==> config.mk <==
export PLATFORM = sky130hd
export DESIGN_NAME = sqw_gen
export DESIGN_NICKNAME = d
export VERILOG_FILES = /design/src/rtl/sqw_pkg.sv /design/src/rtl/sqw_cfg_reg.sv /design/src/rtl/sqw_tbase_div.sv /design/src/rtl/sqw_out_mux.sv /design/src/rtl/sqw_gen.sv
export SDC_FILE = /design/constraint.sdc
export NUM_CORES = 1
export LEC_CHECK = 0
export BUFFER_PORTS_ARGS = -buffer_cell sky130_fd_sc_hd__buf_2
export CAP_MARGIN = 20
export CORE_ASPECT_RATIO = 0.6
export CORE_MARGIN = 2
export CORE_UTILIZATION = 47
export DETAILED_ROUTE_END_ITERATION = 10
export PLACE_DENSITY = 0.83
export RECOVER_POWER = 50
export SLEW_MARGIN = 20
export SYNTH_ARGS = -nofsm -noshare
export SYNTH_HDL_FRONTEND = slang
export SYNTH_SLANG_ARGS = --single-unit
==> constraint.sdc <==
create_clock -name clk -period 1.4 [get_ports clk]
set_input_delay 0.21 -clock clk [delete_from_list [all_inputs] [get_ports clk]]
set_output_delay 0.21 -clock clk [all_outputs]
set_load 0.01 [all_outputs]
==> src/rtl/sqw_pkg.sv <==
package sqw_pkg;

    typedef enum logic [1:0] {
        RATE_1HZ  = 2'b00,
        RATE_4K   = 2'b01,
        RATE_8K   = 2'b10,
        RATE_32K  = 2'b11
    } sqw_rate_e;

    typedef struct packed {
        logic      out_lvl;
        logic      wave_en;
        sqw_rate_e rate;
    } sqw_cfg_t;

    localparam int unsigned CFG_BIT_LVL = 7;
    localparam int unsigned CFG_BIT_EN  = 4;
    localparam logic [7:0]  CFG_MASK    = 8'h93;

    function automatic sqw_cfg_t cfg_from_byte(input logic [7:0] b);
        sqw_cfg_t c;
        c.out_lvl = b[CFG_BIT_LVL];
        c.wave_en = b[CFG_BIT_EN];
        c.rate    = sqw_rate_e'(b[1:0]);
        return c;
    endfunction

    function automatic logic [7:0] cfg_to_byte(input sqw_cfg_t c);
        logic [7:0] b;
        b              = 8'h00;
        b[CFG_BIT_LVL] = c.out_lvl;
        b[CFG_BIT_EN]  = c.wave_en;
        b[1:0]         = c.rate;
        return b;
    endfunction

endpackage

==> src/rtl/sqw_cfg_reg.sv <==
module sqw_cfg_reg
    import sqw_pkg::*;
(
    input  logic       clk,
    input  logic       rst_n,
    input  logic       we_i,
    input  logic [7:0] wdata_i,
    output sqw_cfg_t   cfg_o,
    output logic [7:0] rdata_o
);

    typedef struct packed {
        sqw_cfg_t cfg;
    } state_t;

    state_t st_d, st_q;

    always_comb begin
        st_d = st_q;
        if (we_i) begin
            st_d.cfg = cfg_from_byte(wdata_i);
        end
    end

    always_ff @(posedge clk) begin
        if (!rst_n) begin
            st_q <= '0;
        end else begin
            st_q <= st_d;
        end
    end

    assign cfg_o   = st_q.cfg;
    assign rdata_o = cfg_to_byte(st_q.cfg);

    AST_CFG_WRITE_KEEPS_FIELDS: assert property (@(posedge clk) disable iff (!rst_n)
        we_i |=> (rdata_o == ($past(wdata_i) & CFG_MASK)));

endmodule

==> src/rtl/sqw_tbase_div.sv <==
module sqw_tbase_div #(
    parameter int unsigned DIV_W = 15
) (
    input  logic             clk,
    input  logic             rst_n,
    input  logic             osc_i,
    output logic             edge_o,
    output logic             lvl_nxt_o,
    output logic [DIV_W-1:0] cnt_nxt_o,
    output logic             ref_o,
    output logic             sec_o
);

    localparam int unsigned MSB = DIV_W - 1;
    localparam logic [DIV_W-1:0] CNT_TOP = {DIV_W{1'b1}};

    typedef struct packed {
        logic             osc;
        logic [DIV_W-1:0] cnt;
        logic             sec;
    } state_t;

    state_t st_d, st_q;
    logic   rise;

    always_comb begin
        st_d     = st_q;
        rise     = osc_i & ~st_q.osc;
        st_d.osc = osc_i;
        st_d.sec = 1'b0;
        if (rise) begin
            st_d.cnt = st_q.cnt + 1'b1;
            st_d.sec = (st_q.cnt == CNT_TOP);
        end
    end

    always_ff @(posedge clk) begin
        if (!rst_n) begin
            st_q <= '0;
        end else begin
            st_q <= st_d;
        end
    end

    assign edge_o    = osc_i ^ st_q.osc;
    assign lvl_nxt_o = osc_i;
    assign cnt_nxt_o = st_d.cnt;
    assign ref_o     = st_q.cnt[MSB];
    assign sec_o     = st_q.sec;

    AST_DIV_STEPS_ON_RISE: assert property (@(posedge clk) disable iff (!rst_n)
        (osc_i && !st_q.osc) |=> (st_q.cnt == DIV_W'($past(st_q.cnt) + 1'b1)));
    AST_DIV_HOLDS_OTHERWISE: assert property (@(posedge clk) disable iff (!rst_n)
        !(osc_i && !st_q.osc) |=> $stable(st_q.cnt));
    AST_SEC_ON_REF_FALL: assert property (@(posedge clk) disable iff (!rst_n)
        sec_o |-> $fell(ref_o));
    AST_SEC_NOT_MISSED: assert property (@(posedge clk) disable iff (!rst_n)
        $fell(ref_o) |-> sec_o);

endmodule

==> src/rtl/sqw_out_mux.sv <==
module sqw_out_mux
    import sqw_pkg::*;
#(
    parameter int unsigned DIV_W = 15
) (
    input  logic             clk,
    input  logic             rst_n,
    input  logic             edge_i,
    input  logic             lvl_nxt_i,
    input  logic [DIV_W-1:0] cnt_nxt_i,
    input  sqw_cfg_t         cfg_i,
    output logic             sqw_o,
    output logic             pull_o
);

    localparam int unsigned TAP_8K  = 1;
    localparam int unsigned TAP_4K  = 2;
    localparam int unsigned TAP_1HZ = DIV_W - 1;

    typedef struct packed {
        logic lvl;
    } state_t;

    state_t st_d, st_q;
    logic   wave;

    always_comb begin
        unique case (cfg_i.rate)
            RATE_32K: wave = lvl_nxt_i;
            RATE_8K:  wave = cnt_nxt_i[TAP_8K];
            RATE_4K:  wave = cnt_nxt_i[TAP_4K];
            default:  wave = cnt_nxt_i[TAP_1HZ];
        endcase
        st_d = st_q;
        if (edge_i) begin
            st_d.lvl = cfg_i.wave_en ? wave : cfg_i.out_lvl;
        end
    end

    always_ff @(posedge clk) begin
        if (!rst_n) begin
            st_q <= '0;
        end else begin
            st_q <= st_d;
        end
    end

    assign sqw_o  = st_q.lvl;
    assign pull_o = ~st_q.lvl;

    AST_OUT_MOVES_ONLY_ON_EDGE: assert property (@(posedge clk) disable iff (!rst_n)
        !$stable(st_q.lvl) |-> $past(edge_i));
    AST_STATIC_LEVEL_FOLLOWS: assert property (@(posedge clk) disable iff (!rst_n)
        (edge_i && !cfg_i.wave_en) |=> (sqw_o == $past(cfg_i.out_lvl)));

endmodule

==> src/rtl/sqw_gen.sv <==
module sqw_gen
    import sqw_pkg::*;
#(
    parameter int unsigned DIV_W = 15
) (
    input  logic       clk,
    input  logic       rst_n,
    input  logic       osc_i,
    input  logic       cfg_we_i,
    input  logic [7:0] cfg_wdata_i,
    output logic [7:0] cfg_rdata_o,
    output logic       sqw_o,
    output logic       sqw_pull_o,
    output logic       ref_1hz_o,
    output logic       sec_adv_o
);

    sqw_cfg_t         cfg;
    logic             tb_edge;
    logic             lvl_nxt;
    logic [DIV_W-1:0] cnt_nxt;

    sqw_cfg_reg u_cfg (
        .clk     (clk),
        .rst_n   (rst_n),
        .we_i    (cfg_we_i),
        .wdata_i (cfg_wdata_i),
        .cfg_o   (cfg),
        .rdata_o (cfg_rdata_o)
    );

    sqw_tbase_div #(.DIV_W(DIV_W)) u_div (
        .clk       (clk),
        .rst_n     (rst_n),
        .osc_i     (osc_i),
        .edge_o    (tb_edge),
        .lvl_nxt_o (lvl_nxt),
        .cnt_nxt_o (cnt_nxt),
        .ref_o     (ref_1hz_o),
        .sec_o     (sec_adv_o)
    );

    sqw_out_mux #(.DIV_W(DIV_W)) u_mux (
        .clk       (clk),
        .rst_n     (rst_n),
        .edge_i    (tb_edge),
        .lvl_nxt_i (lvl_nxt),
        .cnt_nxt_i (cnt_nxt),
        .cfg_i     (cfg),
        .sqw_o     (sqw_o),
        .pull_o    (sqw_pull_o)
    );

    AST_PULL_MATCHES_LEVEL: assert property (@(posedge clk) disable iff (!rst_n)
        sqw_pull_o != sqw_o);
    AST_1HZ_FALL_WITH_SEC: assert property (@(posedge clk) disable iff (!rst_n)
        (cfg.wave_en && cfg.rate == RATE_1HZ && $past(cfg.wave_en) && $past(cfg.rate) == RATE_1HZ && sec_adv_o) |-> $fell(sqw_o));

endmodule

==> impl_metrics.toml <==
[detailed_routing]
vias = 860
wire_per_inst_um = 13.70
ant_nets = 0
remaining_drc_errors = 0
wl_um = 2356
drt-pass1-iter-count = 2
drt_iter0_drc = 50
routed_via_density = 5.000

[pwr]
vdd.ir_drop.worst_uv = 457.0
p_leak_nw = 0.6193
power.total_mw = 1.246
p_per_area_nw_per_um2 = 884.1

[placement]
io_buffers = 15
placed_area_um2 = 1289
dpl.hpwl_um = 1697
routabilityCongestion = 0.8021

[floorplanning]
core_area_um2 = 2228
io_pins = 24
die_w_um = 67.54
num_rows = 13
start_util_pct = 51.09
die_y_um = 42.13
dieArea_um2 = 2845

[setup_path]
crit_fanout = 3
critPathRequiredTime_ns = 1.60
cpPeakStageDelay_ns = 0.52
critPathKind = "reg -> reg"
cpMaxStageDelayCell = "or4bb_4"
critPathCaptureType = "flop"
crit_buf_inv = 1
crit_arrival_ns = 1.64
cp_cell_sequence = "inv_2, ha_4, or4bb_4, nand4_1, mux2i_1, nor2_1"
cp-start-kind = "flop"
cp_top_family = "simple AND/OR/NAND/NOR gates"

[min_path]
hp-class = "in -> reg"

[synthesis]
yosys.area_share.adder_pct = 2.198
yosysSeqAreaShare_pct = 38.68
synth_top_flop_cell = "dfxtp_1"
async_reset_ff_share_pct = 0
ys_types = 35
synth_area_um2 = 1139
synth_compound_area_share_pct = 5.385
synthTopCellsByCount = "dfxtp_1 (22), and2_1 (12), mux2i_1 (7), nand2_1 (7), xnor2_1 (7)"
synth_top_family_by_area = "simple AND/OR/NAND/NOR gates"
syn_area_per_cell_um2 = 9.901
synth.area.mux_share_pct = 6.154
synth_edf_count = 0
yosys_register_bits = 22
synthCells = 115
yosysMostFrequentCell = "dfxtp_1"
yosys.area.top_type = "dfxtp_1"
yosysTopAreaCellShare_pct = 38.68
yosys.area_share.simple_pct = 33.96
synth_xor_area_share_pct = 7.692
synthTopCellsByArea = "dfxtp_1 (39%), and2_1 (6.6%), mux2i_1 (6.2%)"
yosys_warnings = 0

[sta]
setup_tns_ns = -0.05826
slew_viol_final = 0
skew_ns = 0.002621
period_share_pct = 103.0
fin_ws_ns = -0.04192
finalCriticalPeriod_ns = 1.442
final_hold_viol_count = 0
holdWs_ns = 0.2184
finalSetupViolCount = 2
rsz0062_at_grt = "true"
fmax_mhz = 693.5

[clock_network]
cts_hold_buf = 0
clk_path_buf_depth = 2
clk_latency_ns = 0.26
cts_buffers = 3
cts_tree = "done"
cts_root_buf = "clkbuf_8"
clk_pin_slew_ns = 0.08
cts_sinks = 22
htree_num_levels = 1

[layout]
drive_gt1_share_pct = 32.39
fillers = 183
diodes = 0
syn_to_final_growth_pct = 23.74
final_area_um2 = 1409
layout.nets = 157

[outcome]
violations = "negative setup slack"
outcome = "finished with violations"

[run]
cap_violations = 0

[global_route]
grt_antenna_before_repair = 0
grt_overflow = 0
grt_pass1_wl_um = 3974
grt_max_degree = 26
grt_pass1_vias = 891
grt.total_usage_pct = 18.70
## power by group
group / leakage [nW] / internal (mW) / switching (mW)
clock network: 0.0288 / 0.251 / 0.212
logic: 0.412 / 0.0665 / 0.0630
registers: 0.179 / 0.640 / 0.0130
## worst reg2reg max path, stage by stage, from the launching register on
cell and delay (ns):
dfxtp_2 0.33, inv_2 0.04, ha_4 0.21, or4bb_4 0.52
nand4_1 0.10, mux2i_1 0.07, nor2_1 0.11
## state kept, by name, indices dropped and copies added, names as in the netlist
name / count
u_div.st_q: 15
u_cfg.cfg_o: 4
u_div.ref_o: 1
u_div.sec_o: 1
u_mux.sqw_o: 1
## final timing paths
path | end | startpoint | depth (start not counted) | slack [ns]
worst max-delay path | u_mux.sqw_o | u_div.st_q[16] | 6 | -0.04
worst min-delay path | u_cfg.cfg_o[1] | cfg_wdata_i[1] | 3 | 0.22
worst max register to register | u_mux.sqw_o | u_div.st_q[16] | 6 | -0.04
worst min register to register | u_div.st_q[14] | u_div.st_q[14] | 2 | 0.49
## routing by layer
| layer | part of all wire, % | GRT usage (%) | wire length, µm | vias up |
|---|---|---|---|---|
| li1 | - | - | - | 444 |
| met1 | 52 | 23.93 | 1216 | 405 |
| met2 | 45 | 30.39 | 1061 | 9 |
| met3 | 2.9 | 6.452 | 68 | 2 |
| met4 | 0.42 | 3.673 | 10 | 0 |
| met5 | 0 | 0 | 0 | - |
## stage by stage
stage | cells | setup slack, ns | util, %
after floorplan | 118 | -0.01093 | -
after global placement | 165 | -0.1805 | 57.83
after detailed placement | 165 | -0.2497 | 57.83
after CTS | 172 | -0.04844 | 62.27
after global routing | 172 | -0.1162 | 63.22
final | 172 | -0.04192 | 63.22
## cells by family after synthesis
group	Yosys count
other	1
muxes	7
AOI/OAI and AO/OA	8
DFF	22
buffers and inverters	12
adders and majority gates	2
xor gates and xnor gates	10
and+or+nand+nor	53
## cell usage in the layout (no fill, tap or decap), types with 2 or more instances in the layout
| cell | instances |
|---|---|
| and2_1 | 12 |
| dfxtp_1 | 21 |
| nor4_2 | 2 |
| nand3b_1 | 3 |
| clkbuf_8 | 4 |
| buf_2 | 12 |
| nor2_1 | 2 |
| nand2b_1 | 2 |
| xor2_1 | 3 |
| nand4_4 | 2 |
| mux2i_1 | 7 |
| nand4b_1 | 2 |
| nor2b_1 | 5 |
| nand4_1 | 5 |
| conb_1 | 4 |
| nand2_1 | 6 |
| xnor2_1 | 7 |
| clkbuf_1 | 3 |
| inv_1 | 3 |
| nand3_1 | 2 |
| buf_4 | 12 |
## layout make-up
cell class                 instances  area [µm²]  share of cell area, %
tap                               30       37.54                  2.664
inverter                           4       15.01                  1.066
clock buffer                       4       55.05                  3.908
multi-input combinational         84       686.9                  48.76
timing repair buffer              28       172.7                  12.26
sequential                        22       441.7                  31.35
## timing repair
| action | in CTS | in global routing |
|---|---|---|
| gates resized for setup | 6 | 8 |
| endpoints found under the setup margin | 12 | 7 |
| buffers inserted | 3 | 0 |
| endpoints found under the hold margin | 0 | 0 |
| pin swaps | 1 | 2 |
| gates cloned | 0 | 0 |
No activity file was read; power rests on OpenSTA's default activity.
